===== src/rtl/cbm_pkg.sv =====
package cbm_pkg;
  typedef enum logic [1:0] {
    MIR_VERT   = 2'd0,
    MIR_HORZ   = 2'd1,
    MIR_ONE_LO = 2'd2,
    MIR_ONE_HI = 2'd3
  } mirror_e;

  typedef enum logic [1:0] {
    DEC_NONE,
    DEC_SELECT,
    DEC_DATA,
    DEC_MIRROR
  } dec_e;

  localparam int unsigned PRG_SLOTS    = 4;
  localparam int unsigned CHR_SLOTS    = 8;
  localparam int unsigned CHR_REGS     = 6;
  localparam int unsigned SEL_PRG_SWAP = 6;
  localparam int unsigned SEL_CHR_SWAP = 7;
  localparam logic [2:0]  IDX_PRG_A    = 3'd6;
  localparam logic [2:0]  IDX_PRG_B    = 3'd7;
endpackage


===== src/rtl/cbm_regs.sv =====
module cbm_regs
  import cbm_pkg::*;
#(
  parameter int unsigned PRG_BANK_W = 6,
  parameter int unsigned CHR_BANK_W = 8
) (
  input  logic                       clk_i,
  input  logic                       rst_ni,
  input  logic                       wr_en_i,
  input  logic [15:0]                wr_addr_i,
  input  logic [7:0]                 wr_data_i,
  input  logic                       chr_present_i,
  output logic                       prg_swap_o,
  output logic                       chr_swap_o,
  output logic [PRG_BANK_W-1:0]      prg_a_o,
  output logic [PRG_BANK_W-1:0]      prg_b_o,
  output logic [1:0][CHR_BANK_W-1:0] chr_pair_o,
  output logic [3:0][CHR_BANK_W-1:0] chr_one_o,
  output mirror_e                    mirror_o
);
  dec_e                  dec;
  logic [2:0]            idx_q;
  logic                  prg_swap_q, chr_swap_q;
  logic [CHR_BANK_W-1:0] chr_q [CHR_REGS];
  logic [PRG_BANK_W-1:0] prg_a_q, prg_b_q;
  mirror_e               mirror_q;
  logic [CHR_BANK_W-1:0] dbl_data;
  logic [PRG_BANK_W-1:0] prg_data;
  logic                  unused_addr;

  assign unused_addr = ^wr_addr_i[12:1];
  assign dbl_data    = CHR_BANK_W'({wr_data_i, 1'b0});
  assign prg_data    = PRG_BANK_W'(wr_data_i);

  always_comb begin
    dec = DEC_NONE;
    if (wr_en_i && wr_addr_i[15]) begin
      case ({wr_addr_i[14:13], wr_addr_i[0]})
        3'b000:  dec = DEC_SELECT;
        3'b001:  dec = DEC_DATA;
        3'b010:  dec = DEC_MIRROR;
        default: dec = DEC_NONE;
      endcase
    end
  end

  always_ff @(posedge clk_i or negedge rst_ni) begin
    if (!rst_ni) begin
      idx_q      <= '0;
      prg_swap_q <= 1'b0;
      chr_swap_q <= 1'b0;
      mirror_q   <= MIR_VERT;
    end else begin
      if (dec == DEC_SELECT) begin
        idx_q      <= wr_data_i[2:0];
        prg_swap_q <= wr_data_i[SEL_PRG_SWAP];
        chr_swap_q <= wr_data_i[SEL_CHR_SWAP];
      end
      if (dec == DEC_MIRROR) mirror_q <= mirror_e'(wr_data_i[1:0]);
    end
  end

  always_ff @(posedge clk_i or negedge rst_ni) begin
    if (!rst_ni) begin
      prg_a_q <= PRG_BANK_W'(0);
      prg_b_q <= PRG_BANK_W'(1);
    end else if (dec == DEC_DATA) begin
      if (idx_q == IDX_PRG_A) prg_a_q <= prg_data;
      if (idx_q == IDX_PRG_B) prg_b_q <= prg_data;
    end
  end

  // pattern regs: pairs reset to 0,2; singles to 4..7
  for (genvar g = 0; g < CHR_REGS; g++) begin : g_chr
    localparam int unsigned RST_VAL = (g < 2) ? 2 * g : g + 2;
    always_ff @(posedge clk_i or negedge rst_ni) begin
      if (!rst_ni) begin
        chr_q[g] <= CHR_BANK_W'(RST_VAL);
      end else if (dec == DEC_DATA && chr_present_i && idx_q == 3'(g)) begin
        chr_q[g] <= dbl_data;
      end
    end
  end

  assign prg_swap_o    = prg_swap_q;
  assign chr_swap_o    = chr_swap_q;
  assign prg_a_o       = prg_a_q;
  assign prg_b_o       = prg_b_q;
  assign chr_pair_o[0] = chr_q[0];
  assign chr_pair_o[1] = chr_q[1];
  assign chr_one_o[0]  = chr_q[2];
  assign chr_one_o[1]  = chr_q[3];
  assign chr_one_o[2]  = chr_q[4];
  assign chr_one_o[3]  = chr_q[5];
  assign mirror_o      = mirror_q;
endmodule


===== src/rtl/cbm_prg_map.sv =====
module cbm_prg_map
  import cbm_pkg::*;
#(
  parameter int unsigned PRG_BANK_W = 6
) (
  input  logic                  swap_i,
  input  logic [PRG_BANK_W-1:0] bank_a_i,
  input  logic [PRG_BANK_W-1:0] bank_b_i,
  input  logic [PRG_BANK_W:0]   bank_cnt_i,
  input  logic [1:0]            slot_i,
  output logic [PRG_BANK_W-1:0] bank_o
);
  logic [PRG_BANK_W:0]   cnt_m1, cnt_m2;
  logic [PRG_BANK_W-1:0] last_bank, second_bank, mask;
  logic [PRG_BANK_W-1:0] tbl [PRG_SLOTS];
  logic                  unused_msb;

  assign cnt_m1      = bank_cnt_i - 1'b1;
  assign cnt_m2      = bank_cnt_i - 2'd2;
  assign last_bank   = cnt_m1[PRG_BANK_W-1:0];
  assign second_bank = cnt_m2[PRG_BANK_W-1:0];
  assign mask        = cnt_m1[PRG_BANK_W-1:0];
  assign unused_msb  = cnt_m1[PRG_BANK_W] ^ cnt_m2[PRG_BANK_W];

  always_comb begin
    tbl[0] = swap_i ? second_bank : bank_a_i;
    tbl[1] = bank_b_i;
    tbl[2] = swap_i ? bank_a_i : second_bank;
    tbl[3] = last_bank;
  end

  assign bank_o = tbl[slot_i] & mask;
endmodule


===== src/rtl/cbm_chr_map.sv =====
module cbm_chr_map
  import cbm_pkg::*;
#(
  parameter int unsigned CHR_BANK_W = 8
) (
  input  logic                       swap_i,
  input  logic [1:0][CHR_BANK_W-1:0] pair_i,
  input  logic [3:0][CHR_BANK_W-1:0] one_i,
  input  logic [CHR_BANK_W:0]        bank_cnt_i,
  input  logic [2:0]                 slot_i,
  output logic [CHR_BANK_W-1:0]      bank_o
);
  localparam int unsigned HALF = CHR_SLOTS / 2;

  logic [CHR_BANK_W:0]   cnt_m1;
  logic [CHR_BANK_W-1:0] mask;
  logic [CHR_BANK_W-1:0] tbl [CHR_SLOTS];
  logic                  unused_msb;

  assign cnt_m1     = bank_cnt_i - 1'b1;
  assign unused_msb = cnt_m1[CHR_BANK_W];
  // zero count means pattern RAM: force every bank to 0
  assign mask       = (bank_cnt_i == '0) ? '0 : cnt_m1[CHR_BANK_W-1:0];

  for (genvar s = 0; s < HALF; s++) begin : g_slot
    logic [CHR_BANK_W-1:0] pair_val, one_val;
    assign pair_val      = pair_i[s/2] + CHR_BANK_W'(s % 2);
    assign one_val       = one_i[s];
    assign tbl[s]        = swap_i ? one_val : pair_val;
    assign tbl[s + HALF] = swap_i ? pair_val : one_val;
  end

  assign bank_o = tbl[slot_i] & mask;
endmodule


===== src/rtl/cart_bank_mapper.sv =====
module cart_bank_mapper
  import cbm_pkg::*;
#(
  parameter int unsigned PRG_BANK_W = 6,
  parameter int unsigned CHR_BANK_W = 8
) (
  input  logic                  clk_i,
  input  logic                  rst_ni,
  input  logic                  wr_en_i,
  input  logic [15:0]           wr_addr_i,
  input  logic [7:0]            wr_data_i,
  input  logic [15:0]           cpu_addr_i,
  input  logic [12:0]           ppu_addr_i,
  input  logic [PRG_BANK_W:0]   prg_bank_cnt_i,
  input  logic [CHR_BANK_W:0]   chr_bank_cnt_i,
  output logic [PRG_BANK_W-1:0] prg_bank_o,
  output logic [CHR_BANK_W-1:0] chr_bank_o,
  output logic [1:0]            mirror_o
);
  logic                       prg_swap, chr_swap;
  logic [PRG_BANK_W-1:0]      prg_a, prg_b;
  logic [1:0][CHR_BANK_W-1:0] chr_pair;
  logic [3:0][CHR_BANK_W-1:0] chr_one;
  mirror_e                    mirror;
  logic                       chr_present;
  logic                       unused_cpu, unused_ppu;

  assign chr_present = (chr_bank_cnt_i != '0);
  assign unused_cpu  = ^{cpu_addr_i[15], cpu_addr_i[12:0]};
  assign unused_ppu  = ^ppu_addr_i[9:0];

  cbm_regs #(
    .PRG_BANK_W(PRG_BANK_W),
    .CHR_BANK_W(CHR_BANK_W)
  ) u_regs (
    .clk_i        (clk_i),
    .rst_ni       (rst_ni),
    .wr_en_i      (wr_en_i),
    .wr_addr_i    (wr_addr_i),
    .wr_data_i    (wr_data_i),
    .chr_present_i(chr_present),
    .prg_swap_o   (prg_swap),
    .chr_swap_o   (chr_swap),
    .prg_a_o      (prg_a),
    .prg_b_o      (prg_b),
    .chr_pair_o   (chr_pair),
    .chr_one_o    (chr_one),
    .mirror_o     (mirror)
  );

  cbm_prg_map #(
    .PRG_BANK_W(PRG_BANK_W)
  ) u_prg_map (
    .swap_i    (prg_swap),
    .bank_a_i  (prg_a),
    .bank_b_i  (prg_b),
    .bank_cnt_i(prg_bank_cnt_i),
    .slot_i    (cpu_addr_i[14:13]),
    .bank_o    (prg_bank_o)
  );

  cbm_chr_map #(
    .CHR_BANK_W(CHR_BANK_W)
  ) u_chr_map (
    .swap_i    (chr_swap),
    .pair_i    (chr_pair),
    .one_i     (chr_one),
    .bank_cnt_i(chr_bank_cnt_i),
    .slot_i    (ppu_addr_i[12:10]),
    .bank_o    (chr_bank_o)
  );

  assign mirror_o = mirror;
endmodule


===== config.mk =====
export PLATFORM = sky130hd
export DESIGN_NAME = cart_bank_mapper
export DESIGN_NICKNAME = d
export VERILOG_FILES = /design/src/rtl/cbm_pkg.sv /design/src/rtl/cbm_regs.sv /design/src/rtl/cbm_prg_map.sv /design/src/rtl/cbm_chr_map.sv /design/src/rtl/cart_bank_mapper.sv
export SDC_FILE = /design/constraint.sdc
export NUM_CORES = 1
export LEC_CHECK = 0
export ABC_CLOCK_PERIOD_IN_PS = 2400
export BUFFER_PORTS_ARGS = -buffer_cell sky130_fd_sc_hd__buf_4
export CORE_MARGIN = 10
export CORE_UTILIZATION = 30
export CTS_CLUSTER_DIAMETER = 200
export DETAILED_ROUTE_END_ITERATION = 6
export PLACE_DENSITY_LB_ADDON = 0.08
export SYNTH_ARGS = -nofsm -noshare
export SYNTH_HDL_FRONTEND = slang
export SYNTH_SLANG_ARGS = --single-unit

===== constraint.sdc =====
create_clock -name clk_i -period 2.4 [get_ports clk_i]
set_clock_uncertainty 0.05 [all_clocks]
set_input_delay 0.12 -clock clk_i [delete_from_list [all_inputs] [get_ports clk_i]]
set_output_delay 0.12 -clock clk_i [all_outputs]
set_load 0.005 [all_outputs]

==> summary.json <==
{
  "status": {
    "result_of_the_run": "completed"
  },
  "global_routing": {
    "first_global_vias": 2449,
    "initial_antenna_violation_count": 0,
    "global_route.overflow_total": 0,
    "grt_pass1_wl_um": 13700,
    "track_usage_pct": 10.8,
    "grt_start_max_net_pins": 64
  },
  "clock_network": {
    "post_cts_buffers": 0,
    "worst_skew_pair.late_latency_ns": 0.34,
    "cts.sink_count": 63,
    "ctsLongestPathBuffers": 2,
    "cts_tree": "done",
    "cts_buf_count": 9,
    "clk_pin_slew_ns": 0.07,
    "clk_root_buffer_cell": "sky130_fd_sc_hd__clkbuf_8",
    "ctsHtreeMaxLevel": 3
  },
  "drt": {
    "totalWireLength_um": 8450,
    "post_drt_via_cell_ratio": 4.87,
    "num_vias": 2214,
    "post-route-drc-count": 0,
    "antenna_left": 0,
    "dr.first_iter.drc_count": 81,
    "routedWlPerCell_um": 18.6,
    "drtPass1Iterations": 4
  },
  "pwr": {
    "total_power_density_per_cell_area_mw_per_mm2": 712,
    "power_consumption_mw": 2.93,
    "p_leak_nw": 1.89,
    "max-vdd-ir-drop_v": 0.000272
  },
  "placement": {
    "gp_congestion": 0.725,
    "port-buffer-count": 50,
    "hpwl_um": 5930,
    "preCtsSetupSlack_ns": 0.223
  },
  "yosys": {
    "syn-instance-count": 251,
    "ys_top_cells_by_area": "sky130_fd_sc_hd__dfrtp_1 40%, sky130_fd_sc_hd__mux2_2 16%, sky130_fd_sc_hd__dfstp_2 7.9%, sky130_fd_sc_hd__mux2_4 6.3%, sky130_fd_sc_hd__mux4_2 4.7%",
    "synth-edff-count": 0,
    "synth_top_cell_area_share_pct": 39.7,
    "yosysUniqueCellTypes": 41,
    "synthesis.area_per_instance_um2": 13.3,
    "ys_seq_area_share_pct": 47.6,
    "ys_ff_latch": 63,
    "synth_largest_area_cell": "sky130_fd_sc_hd__dfrtp_1",
    "syn-num-nets": 328,
    "share_of_flip_flops_with_an_asynchronous_set_or_reset_after_synthesis_pct": 100,
    "synth.cell_area_mm2": 0.00334,
    "synth_top_flop_cell": "sky130_fd_sc_hd__dfrtp_1",
    "yosysWarningCount": 0
  },
  "setup_path": {
    "path_cells": "xnor2_1, buf_4, nor2_1, a2111oi_0, buf_4",
    "setup.worst_path.start_class": "flop",
    "critical_path_required_ns": 2.23,
    "critPathMostFrequentCell": "sky130_fd_sc_hd__buf_4",
    "path_max_fanout": 15,
    "crit_path_top_delay_cell": "sky130_fd_sc_hd__a2111oi_0",
    "worst_ep_arrival_ns": 1.90,
    "critPathKind": "flop to primary output",
    "regToRegSetupSlack_ns": 0.59,
    "maximum_single_stage_delay_on_the_critical_path_ns": 0.49,
    "crit_path_end_kind": "primary output"
  },
  "final_layout": {
    "fill_cells": 1087,
    "final_cell_mix": "54 x sky130_fd_sc_hd__buf_4, 53 x sky130_fd_sc_hd__dfrtp_1, 48 x sky130_fd_sc_hd__mux2_2, 20 x sky130_fd_sc_hd__nor2_1, 14 x sky130_fd_sc_hd__mux2_4",
    "ff_latch_area_mm2": 0.00159,
    "insertedDiodeCount": 0,
    "number_of_nets_in_the_layout": 387,
    "layout.cells.most_common": "sky130_fd_sc_hd__buf_4",
    "multiInputGateArea_mm2": 0.00168,
    "area.growth.synth_to_final_pct": 23.3,
    "drive_gt1_share_pct": 50.2
  },
  "timing": {
    "report.final.hold_viol_count": 0,
    "layout_setup_ws_ns": 0.332,
    "layout_worst_path_cycle_share_pct": 86.2,
    "timing_worst_slew_pin_value_ns": 0.827,
    "totalNegativeSetupSlack_ns": 0,
    "setup_repair_after_global_routing_missed_its_margin": "false",
    "finalCriticalPeriod_ns": 2.07,
    "report.final.slew_viol_count": 0,
    "timing.slew.headroom_pct": 44.8,
    "max_freq_ghz": 0.483,
    "setup_viol": 0
  },
  "floorplanning": {
    "die-height_um": 126,
    "area_enclosed_by_the_die_boundary_mm2": 0.0158,
    "boundaryPins": 88,
    "starting_density_pct": 30.7,
    "core_area_mm2": 0.0109,
    "row_count": 38,
    "die-width_um": 126
  },
  "hold_path": {
    "worst_hold_path_type": "input port to flop"
  },
  "flow_run": {
    "drv_cap": 0
  }
}
timing repair:
action,4_1_cts,5_1_grt
hold buffers,2,0
endpoints found under the setup margin,0,0
endpoints found under the hold margin,54,0
gates resized for setup,0,0
Yosys cell counts, types with 4 or more instances:
library cell                number
sky130_fd_sc_hd__dfrtp_1        53
sky130_fd_sc_hd__mux2_2         48
sky130_fd_sc_hd__mux4_2          7
sky130_fd_sc_hd__nor3_1          6
sky130_fd_sc_hd__inv_1           6
sky130_fd_sc_hd__a211oi_1        6
sky130_fd_sc_hd__nor2_1         20
sky130_fd_sc_hd__dfstp_2        10
sky130_fd_sc_hd__a2111oi_0       4
sky130_fd_sc_hd__mux2i_1        11
sky130_fd_sc_hd__ha_1            5
sky130_fd_sc_hd__xnor2_1         7
sky130_fd_sc_hd__mux2_4         14
sky130_fd_sc_hd__nand2_1        10
stage by stage:
| step | utilization [%] | cell area, µm² | instances | hold WS, ns |
|---|---|---|---|---|
| global placement | 35.6 | 3870 | 437 | 0.231 |
| detailed placement | 35.6 | 3870 | 437 | 0.222 |
| CTS | 37.8 | 4120 | 455 | 0.0310 |
| floorplan | - | 3340 | 251 | -0.226 |
| finish | 37.8 | 4120 | 455 | 0.0365 |
| global route | 37.8 | 4120 | 455 | 0.0383 |
worst paths after layout:
check	start	to	cells after the start
setup / recovery	u_regs.chr_swap_o$_DFFE_PN0N_	chr_bank_o[4]	5
hold / removal	wr_data_i[6]	u_regs.chr_one_o[23]$_DFFE_PN0P_	2
setup reg to reg	u_regs.idx_q[0]$_DFFE_PN0N_	u_regs.chr_one_o[31]$_DFFE_PN0P_	3
hold reg to reg	u_regs.chr_one_o[8]$_DFFE_PN1P_	u_regs.chr_one_o[8]$_DFFE_PN1P_	1
max in group asynchronous	rst_ni	u_regs.chr_one_o[4]$_DFFE_PN0P_	2
min in group asynchronous	rst_ni	u_regs.chr_pair_o[3]$_DFFE_PN0P_	2
routing by layer:
layer	share of wire (%)	wire [µm]	track usage, %	vias to the layer above
met5	0	0	0	-
met4	0.85	72	2.64	0
met3	6.0	511	4.10	7
met2	42	3580	15.7	57
met1	51	4290	14.8	1108
li1	-	-	-	1042
worst max-delay path, delay by kind of cell, from the launching register on:
kind | cells | cell delay, ns
AO/OA/AOI/OAI | 1 | 0.49
buffers and inverters | 2 | 0.44
flip-flops | 1 | 0.39
XOR/XNOR | 1 | 0.15
AND/OR/NAND/NOR | 1 | 0.08
power breakdown:
group / total (mW) / internal (mW) / switching, mW
clock network: 1.05 / 0.642 / 0.413
logic: 0.575 / 0.329 / 0.246
registers: 1.30 / 1.21 / 0.0875
cell families (layout without fill, tap and decap cells):
group                      Yosys count  in the layout  synth area share, %
muxes                               80             80                 30.5
DFF                                 63             63                 47.6
and+or+nand+nor                     59             59                 10.2
AOI/OAI and AO/OA                   20             20                 5.10
buffers and inverters               14             78                 2.10
xor gates and xnor gates            10             10                 2.62
adders and majority gates            5              5                 1.87
flip-flops by register name, summed over array words and instances (netlist names):
signal             cells
u_regs.chr_swap_o      1
u_regs.prg_swap_o      1
u_regs.chr_pair_o     14
u_regs.mirror_o        2
u_regs.chr_one_o      30
u_regs.prg_b_o         6
u_regs.prg_a_o         6
u_regs.idx_q           3
layout make-up:
class | instances | share of cell area [%]
clock buffers | 13 | 3.86
inverters | 6 | 0.547
multi-input cells | 174 | 40.8
well taps | 140 | 4.26
clock inverters | 3 | 1.58
repair buffers | 56 | 10.3
flip-flops and latches | 63 | 38.6
Note: power is estimated with default switching activity, not from simulation.
